**config.mk**
```make
export PLATFORM = sky130hd
export DESIGN_NAME = intr_flag_ctrl
export DESIGN_NICKNAME = d
export VERILOG_FILES = /design/src/rtl/intr_pkg.sv /design/src/rtl/intr_fall_sync.sv /design/src/rtl/intr_tmr_flags.sv /design/src/rtl/intr_flag_ctrl.sv
export SDC_FILE = /design/constraint.sdc
export NUM_CORES = 1
export LEC_CHECK = 0
export BUFFER_PORTS_ARGS = -buffer_cell sky130_fd_sc_hd__buf_2
export CAP_MARGIN = 20
export CORE_AREA = 2 2 49 51
export DETAILED_ROUTE_END_ITERATION = 6
export DIE_AREA = 0 0 51 53
export GPL_TIMING_DRIVEN = 0
export HOLD_SLACK_MARGIN = 0.02
export PLACE_DENSITY = 0.62
export SETUP_SLACK_MARGIN = 0.15
export SLEW_MARGIN = 40
export SYNTH_ARGS = -nofsm -noshare
export SYNTH_HDL_FRONTEND = slang
export SYNTH_SLANG_ARGS = --single-unit
```
**constraint.sdc**
```tcl
create_clock -name clk -period 1.1 [get_ports clk]
set_input_delay 0.165 -clock clk [delete_from_list [all_inputs] [get_ports clk]]
set_output_delay 0.165 -clock clk [all_outputs]
set_load 0.02 [all_outputs]
```
**src/rtl/intr_pkg.sv**
```systemverilog
package intr_pkg;
    localparam int unsigned DATA_W       = 8;
    localparam logic        ADDR_EXT     = 1'b0;
    localparam logic        ADDR_TMR     = 1'b1;
    // register 0 layout
    localparam int unsigned EXT_PEND_BIT = 7;
    localparam int unsigned EXT_CLR_BIT  = 0;
    // register 1 layout
    localparam int unsigned OVF_FLG_BIT  = 7;
    localparam int unsigned TICK_FLG_BIT = 6;
    localparam int unsigned OVF_EN_BIT   = 5;
    localparam int unsigned TICK_EN_BIT  = 4;
    localparam int unsigned OVF_CLR_BIT  = 3;
    localparam int unsigned TICK_CLR_BIT = 2;

    typedef struct packed {
        logic ext_pend;
        logic ovf_en;
        logic tick_en;
    } ctrl_state_t;

    typedef struct packed {
        logic ovf;
        logic tick;
    } tmr_flags_t;
endpackage

```
**src/rtl/intr_fall_sync.sv**
```systemverilog
module intr_fall_sync #(
    parameter int unsigned W      = 5,
    parameter int unsigned STAGES = 2
) (
    input  logic         clk,
    input  logic         rst_n,
    input  logic [W-1:0] pin_n,
    output logic [W-1:0] fall
);
    for (genvar i = 0; i < W; i++) begin : g_bit
        logic [STAGES:0] sh_d, sh_q;

        always_comb begin
            sh_d = {sh_q[STAGES-1:0], pin_n[i]};
        end

        always_ff @(posedge clk or negedge rst_n) begin
            if (!rst_n) sh_q <= '1;
            else        sh_q <= sh_d;
        end

        assign fall[i] = sh_q[STAGES] & ~sh_q[STAGES-1];
    end
endmodule

```
**src/rtl/intr_tmr_flags.sv**
```systemverilog
module intr_tmr_flags
    import intr_pkg::*;
(
    input  logic       clk,
    input  logic       rst_n,
    input  logic       ovf_pulse,
    input  logic       tick_pulse,
    input  logic       ovf_clr,
    input  logic       tick_clr,
    output tmr_flags_t flags
);
    tmr_flags_t flg_d, flg_q;

    always_comb begin
        flg_d      = flg_q;
        flg_d.ovf  = ovf_pulse  | (flg_q.ovf  & ~ovf_clr);
        flg_d.tick = tick_pulse | (flg_q.tick & ~tick_clr);
    end

    always_ff @(posedge clk or negedge rst_n) begin
        if (!rst_n) flg_q <= '0;
        else        flg_q <= flg_d;
    end

    assign flags = flg_q;


    ovf_set_wins_chk: assert property (@(posedge clk) disable iff (!rst_n)
        ovf_pulse |=> flags.ovf);

    tick_clr_chk: assert property (@(posedge clk) disable iff (!rst_n)
        (tick_clr && !tick_pulse) |=> !flags.tick);

    ovf_hold_chk: assert property (@(posedge clk) disable iff (!rst_n)
        (!ovf_pulse && !ovf_clr) |=> $stable(flags.ovf));
endmodule

```
**src/rtl/intr_flag_ctrl.sv**
```systemverilog
module intr_flag_ctrl
    import intr_pkg::*;
#(
    parameter int unsigned N_PORT      = 4,
    parameter int unsigned SYNC_STAGES = 2
) (
    input  logic              clk,
    input  logic              rst_n,
    input  logic              irq_pin_n,
    input  logic [N_PORT-1:0] port_pin_n,
    input  logic              port_irq_en,
    input  logic              ovf_pulse,
    input  logic              tick_pulse,
    input  logic              irq_mask,
    input  logic              vec_fetch,
    input  logic              bus_addr,
    input  logic              bus_wr,
    input  logic [DATA_W-1:0] bus_wdata,
    output logic [DATA_W-1:0] bus_rdata,
    output logic              cpu_irq
);
    localparam int unsigned N_PIN = N_PORT + 1;

    logic [N_PIN-1:0] fall;
    logic             ext_set, ext_clr, wr_ext, wr_tmr;
    ctrl_state_t      st_d, st_q;
    tmr_flags_t       tflg;

    intr_fall_sync #(.W(N_PIN), .STAGES(SYNC_STAGES)) u_sync (
        .clk   (clk),
        .rst_n (rst_n),
        .pin_n ({port_pin_n, irq_pin_n}),
        .fall  (fall)
    );

    assign wr_ext  = bus_wr && (bus_addr == ADDR_EXT);
    assign wr_tmr  = bus_wr && (bus_addr == ADDR_TMR);
    assign ext_set = fall[0] | (port_irq_en & (|fall[N_PIN-1:1]));
    assign ext_clr = vec_fetch | (wr_ext & bus_wdata[EXT_CLR_BIT]);

    intr_tmr_flags u_tmr (
        .clk        (clk),
        .rst_n      (rst_n),
        .ovf_pulse  (ovf_pulse),
        .tick_pulse (tick_pulse),
        .ovf_clr    (wr_tmr & bus_wdata[OVF_CLR_BIT]),
        .tick_clr   (wr_tmr & bus_wdata[TICK_CLR_BIT]),
        .flags      (tflg)
    );

    always_comb begin
        st_d          = st_q;
        st_d.ext_pend = ext_set | (st_q.ext_pend & ~ext_clr);
        if (wr_tmr) begin
            st_d.ovf_en  = bus_wdata[OVF_EN_BIT];
            st_d.tick_en = bus_wdata[TICK_EN_BIT];
        end
    end

    always_ff @(posedge clk or negedge rst_n) begin
        if (!rst_n) st_q <= '0;
        else        st_q <= st_d;
    end

    always_comb begin
        bus_rdata = '0;
        if (bus_addr == ADDR_EXT) begin
            bus_rdata[EXT_PEND_BIT] = st_q.ext_pend;
        end else begin
            bus_rdata[OVF_FLG_BIT]  = tflg.ovf;
            bus_rdata[TICK_FLG_BIT] = tflg.tick;
            bus_rdata[OVF_EN_BIT]   = st_q.ovf_en;
            bus_rdata[TICK_EN_BIT]  = st_q.tick_en;
        end
    end

    assign cpu_irq = ~irq_mask & (st_q.ext_pend
                                  | (tflg.ovf  & st_q.ovf_en)
                                  | (tflg.tick & st_q.tick_en));


    ext_set_wins_chk: assert property (@(posedge clk) disable iff (!rst_n)
        ext_set |=> st_q.ext_pend);

    ext_ack_clr_chk: assert property (@(posedge clk) disable iff (!rst_n)
        (vec_fetch && !ext_set) |=> !st_q.ext_pend);

    mask_blocks_chk: assert property (@(posedge clk) disable iff (!rst_n)
        irq_mask |-> !cpu_irq);

    ext_read_zero_chk: assert property (@(posedge clk) disable iff (!rst_n)
        (bus_addr == ADDR_EXT) |-> (bus_rdata[6:0] == '0));

    strobe_read_zero_chk: assert property (@(posedge clk) disable iff (!rst_n)
        (bus_addr == ADDR_TMR) |-> (bus_rdata[3:0] == '0));
endmodule

```
=== Word level (Yosys, flattened, before mapping) ===
Index checks and enable logic that the tools add are counted.

* Output and inout bits: 9
* Register bits after elaboration: 20
* Logic and storage cells: 47

* Bitwise gates (word level): 32
* Reductions and logical operators: 3
* Mux-type cells: 2

{| class="wikitable"
|+ Operator list
! cell !! count
|-
| $and 1x1->1 || 15
|-
| $not 1->1 || 10
|-
| $or 1x1->1 || 7
|-
| $reduce_or 4->1 || 1
|-
| $mux 3 || 1
|-
| $logic_and 1x1->1 || 2
|-
| $mux 1 || 1
|}

=== Longest topological paths before layout ===
* Depth after elaboration: 7
* Mapped depth: 3
* Gate-level depth less buffers: 3

=== Modules after synthesis ===
From an unflattened synthesis, not the netlist that was laid out.

* Cells, all modules: 49
* Area, all modules: 757.0 um2

{| class="wikitable"
|+ Modules (own cells, without submodules)
! module !! cells an instance !! sequential area each (um2) !! times used !! area an instance (um2)
|-
| intr_fall_sync || 20 || 394.1 || 1 || 462.9
|-
| intr_flag_ctrl || 23 || 75.1 || 1 || 221.5
|-
| intr_tmr_flags || 6 || 50.0 || 1 || 72.6
|}

=== Worst setup path after synthesis ===
Ideal clock, no wire load.

* Path kind: reg-to-reg
* Start point: reg u_sync.g_bit[2].sh_q[1]
* End point: reg st_q[2] in the netlist's numbering
* Required time: 0.964 ns
* Period minus slack after synthesis: 1.075 ns
* Slack: 0.025 ns
* Arrival time: 0.939 ns
* Cell stages (with the launch flop): 4
* Buffers on the path: 0
* Path through: dfstp_2 -> nor2b_1 -> o41ai_2 -> nand3_1

{| class="wikitable"
|+ RTL lines
! element !! RTL line !! text
|-
| start: declaration || intr_fall_sync.sv:11 || <nowiki>logic [STAGES:0] sh_d, sh_q;</nowiki>
|-
| start signal: assignment || intr_fall_sync.sv:18 || <nowiki>if (!rst_n) sh_q <= '1;</nowiki>
|-
| start signal: assignment || intr_fall_sync.sv:19 || <nowiki>else sh_q <= sh_d;</nowiki>
|-
| end signal: assignment || intr_flag_ctrl.sv:62 || <nowiki>else st_q <= st_d;</nowiki>
|-
| end: declaration || intr_flag_ctrl.sv:26 || <nowiki>ctrl_state_t st_d, st_q;</nowiki>
|}

=== Worst setup path in the final report ===
* Start point: reg u_tmr.flg_q, in the netlist u_tmr.flags[1]
* End point: out cpu_irq

* Longest elaborated chain between the ends: 4

{| class="wikitable"
|+ Ends and longest elaborated chain
! element !! RTL line !! text
|-
| start: declaration || intr_tmr_flags.sv:12 || <nowiki>tmr_flags_t flg_d, flg_q;</nowiki>
|-
| start signal: assignment || intr_tmr_flags.sv:22 || <nowiki>else flg_q <= flg_d;</nowiki>
|-
| $and 1x1->1 || intr_flag_ctrl.sv:78 || <nowiki>| (tflg.ovf & st_q.ovf_en)</nowiki>
|-
| $or 1x1->1 || intr_flag_ctrl.sv:78 ||
|-
| $or 1x1->1 || intr_flag_ctrl.sv:79 || <nowiki>| (tflg.tick & st_q.tick_en));</nowiki>
|-
| $and 1x1->1 || intr_flag_ctrl.sv:77 || <nowiki>assign cpu_irq = ~irq_mask & (st_q.ext_pend</nowiki>
|-
| end: declaration || intr_flag_ctrl.sv:20 || <nowiki>output logic cpu_irq</nowiki>
|}

Every way passes these cells.

==> qor.yml <==
r2r_end: "st_q[2]"
vias: 460
clock_skew_ps: 5.60
crit_path_end_kind: "primary output"
chipWidth_um: 51
grt_setup_unrepaired: "yes"
syn_inst: 48
die-area_sq_um: 2700
min_to: "u_tmr.flags[0]"
synth.most_common_cell: "dfstp_2"
htreeDepth: 1
track_usage_pct: 9.63
p_per_area_nw_per_um2: 1410
yosys.area.top_type_share_pct: 54.7
total_leakage_power_nw: 0.488
dominantRegCellSynth: "dfstp_2"
max_cap_violations: 0
core.rowCount: 17
initial_core_util_pct: 33.5
r2r_slack_ps: -80
dp_cells: 102
hp-start: "tick_pulse"
synth_top_family_by_area: "simple AND/OR/NAND/NOR gates"
slew_viol_final: 0
nets: 111
reg2reg_from: "u_sync.g_bit[3].sh_q[1]"
cts_root_buf: "clkbuf_4"
antenna_found_initial: 0
final_cells: 116
final_core_util_pct: 49.6
wl_mm: 1.28
fin_area_sq_um: 1060
grt_overflow: 0
synth_compound_area_share_pct: 6.25
fillers: 198
synth.distinct_cells: 17
grt_pass1_wl_mm: 1.82
cts_made_buffers: 3
yosysWarnings: 0
synth_common_cells: "15 x dfstp_2, 5 x dfrtp_1, 5 x nor2b_1"
antenna_cells: 0
firstDrtPassIters: 1
top_level_ports: 31
status: "finished, violations left"
rr_worst_depth: 3
arrival_ps: 1190
synth-seq-area-share_pct: 72.0
whs_path_depth: 2
grt_pass1_vias: 456
grt_max_degree: 21
synth_area_leader_cell: "dfstp_2"
setup_slack_ps: -256
ant_nets: 0
cts_tree: "yes"
synth_area_sq_um: 721
avgSynthCellArea_sq_um: 15.0
post_dp_cell_area_sq_um: 882
synth.area.mux_share_pct: 4.69
clock-sinks: 20
fmax_mhz: 738
final_hold_viol_count: 0
crit_required_ps: 940
path_max_fanout: 3
wl_per_cell_um: 11.0
drc: 0
drive_gt1_share_pct: 68.2
violations: "negative setup slack"
clock_latency_ps: 290
drt_iter0_drc: 0
synth_simple_gate_area_share_pct: 12.3
synth-xor-area-share_pct: 0
path_class: "flip-flop to primary output"
syn2layout_area_growth_pct: 47.7
fin_setup_tns_ps: -903
setup_viol: 6
synth-edff-count: 0
clk_pin_slew_ps: 110
synth.area.top_cells: "dfstp_2 55%, dfrtp_1 17%, nor2b_1 4.3%"
fp.dieH_um: 53
gp_congestion: 0.680
synthAdderAreaFrac_pct: 0
async_flop_share_pct: 100
cp-start-kind: "flip-flop"
min_path_type: "primary input to flip-flop"
fin_crit_ps: 1360
core_area_sq_um: 2150
fin_crit_sh_pct: 123
ys_seq_elements: 20
cts_buffer_depth: 2
vias_per_cell: 3.97
ir_worst_vdd_mv: 0.992
port_buffers: 23
==> flip-flops by register name, indices dropped and copies added, names as in the netlist <==
signal             cells
u_sync.g_bit.sh_q     15
st_q                   3
u_tmr.flags            2
==> routing by layer <==
layer	routed length, um	global-route usage, %
met1	559	11.5
met2	670	15.8
met3	41	2.54
met4	8	5.41
met5	0	0
==> area by class of cell <==
cell class	count	area, sq um	area share, %
sequential	20	519	48.8
buffer	4	30.0	2.82
clock buffer	4	36.3	3.41
tap	28	35.0	3.29
timing repair buffer	33	241	22.7
multi-input combinational	27	203	19.0
==> metrics by stage <==
step	hold WS [ps]	total power (W)	worst slack (ps)
2_1_floorplan	-131	0.000927	25.5
3_3_place_gp	118	0.00100	-35.7
3_5_place_dp	125	0.00101	-103
4_1_cts	36.6	0.00151	-271
5_1_grt	39.1	0.00157	-312
6_report	43.7	0.00150	-256
==> how the worst max path moves through the flow <==
| stage | startpoint | end | slack, ps |
|---|---|---|---|
| 6_report | u_tmr.flags[1] | cpu_irq | -260 |
| 5_1_grt | u_tmr.flags[1] | cpu_irq | -310 |
| 4_1_cts | u_tmr.flags[1] | cpu_irq | -270 |
| 3_5_place_dp | u_sync.g_bit[2].sh_q[1] | st_q[2] | -100 |
| 3_3_place_gp | u_sync.g_bit[2].sh_q[1] | st_q[2] | -40 |
| 2_1_floorplan | u_sync.g_bit[2].sh_q[1] | st_q[2] | 30 |
==> report_power, final <==
group | internal [W] | switching (W)
Sequential | 0.000804 | 0.0000272
Clock | 0.000201 | 0.000203
Combinational | 0.000156 | 0.000106
Total | 0.00116 | 0.000336
==> logic make-up after synthesis <==
family / after synthesis
simple gates: 15
compound gates: 5
buf+inv: 4
mux: 3
flops: 20
other cells: 1
==> critical path, stage by stage, from the launching register on <==
cell	delay [ps]
dfrtp_1	420
a221oi_2	270
nor2_1	50
buf_2	150
==> what timing repair did <==
item / in CTS / in global routing
setup buffers: 3 / 1
endpoints found under the setup margin: 6 / 8
endpoints found under the hold margin: 10 / 0
pin swaps: 4 / 0
resized for setup: 16 / 2
hold buffers: 6 / 0
==> layout by cell type (no fill, tap or decap) <==
cell type,netlist,final
a21o_1,2,2
a221oi_2,0,1
and2_4,0,3
buf_2,0,19
buf_4,4,5
buf_6,0,7
clkbuf_4,0,3
clkbuf_8,0,1
conb_1,1,4
dfrtp_1,5,5
dfstp_2,15,15
dlygate4sd3_1,0,6
mux2_2,1,1
mux2_4,0,2
nand2_1,1,1
nand2_2,1,1
nand2b_1,1,1
nand3_1,3,3
nor2_1,1,1
nor2b_1,5,4
nor2b_2,0,1
o21ai_0,1,1
o41ai_2,1,1
Power figures use the tool's default switching activity.
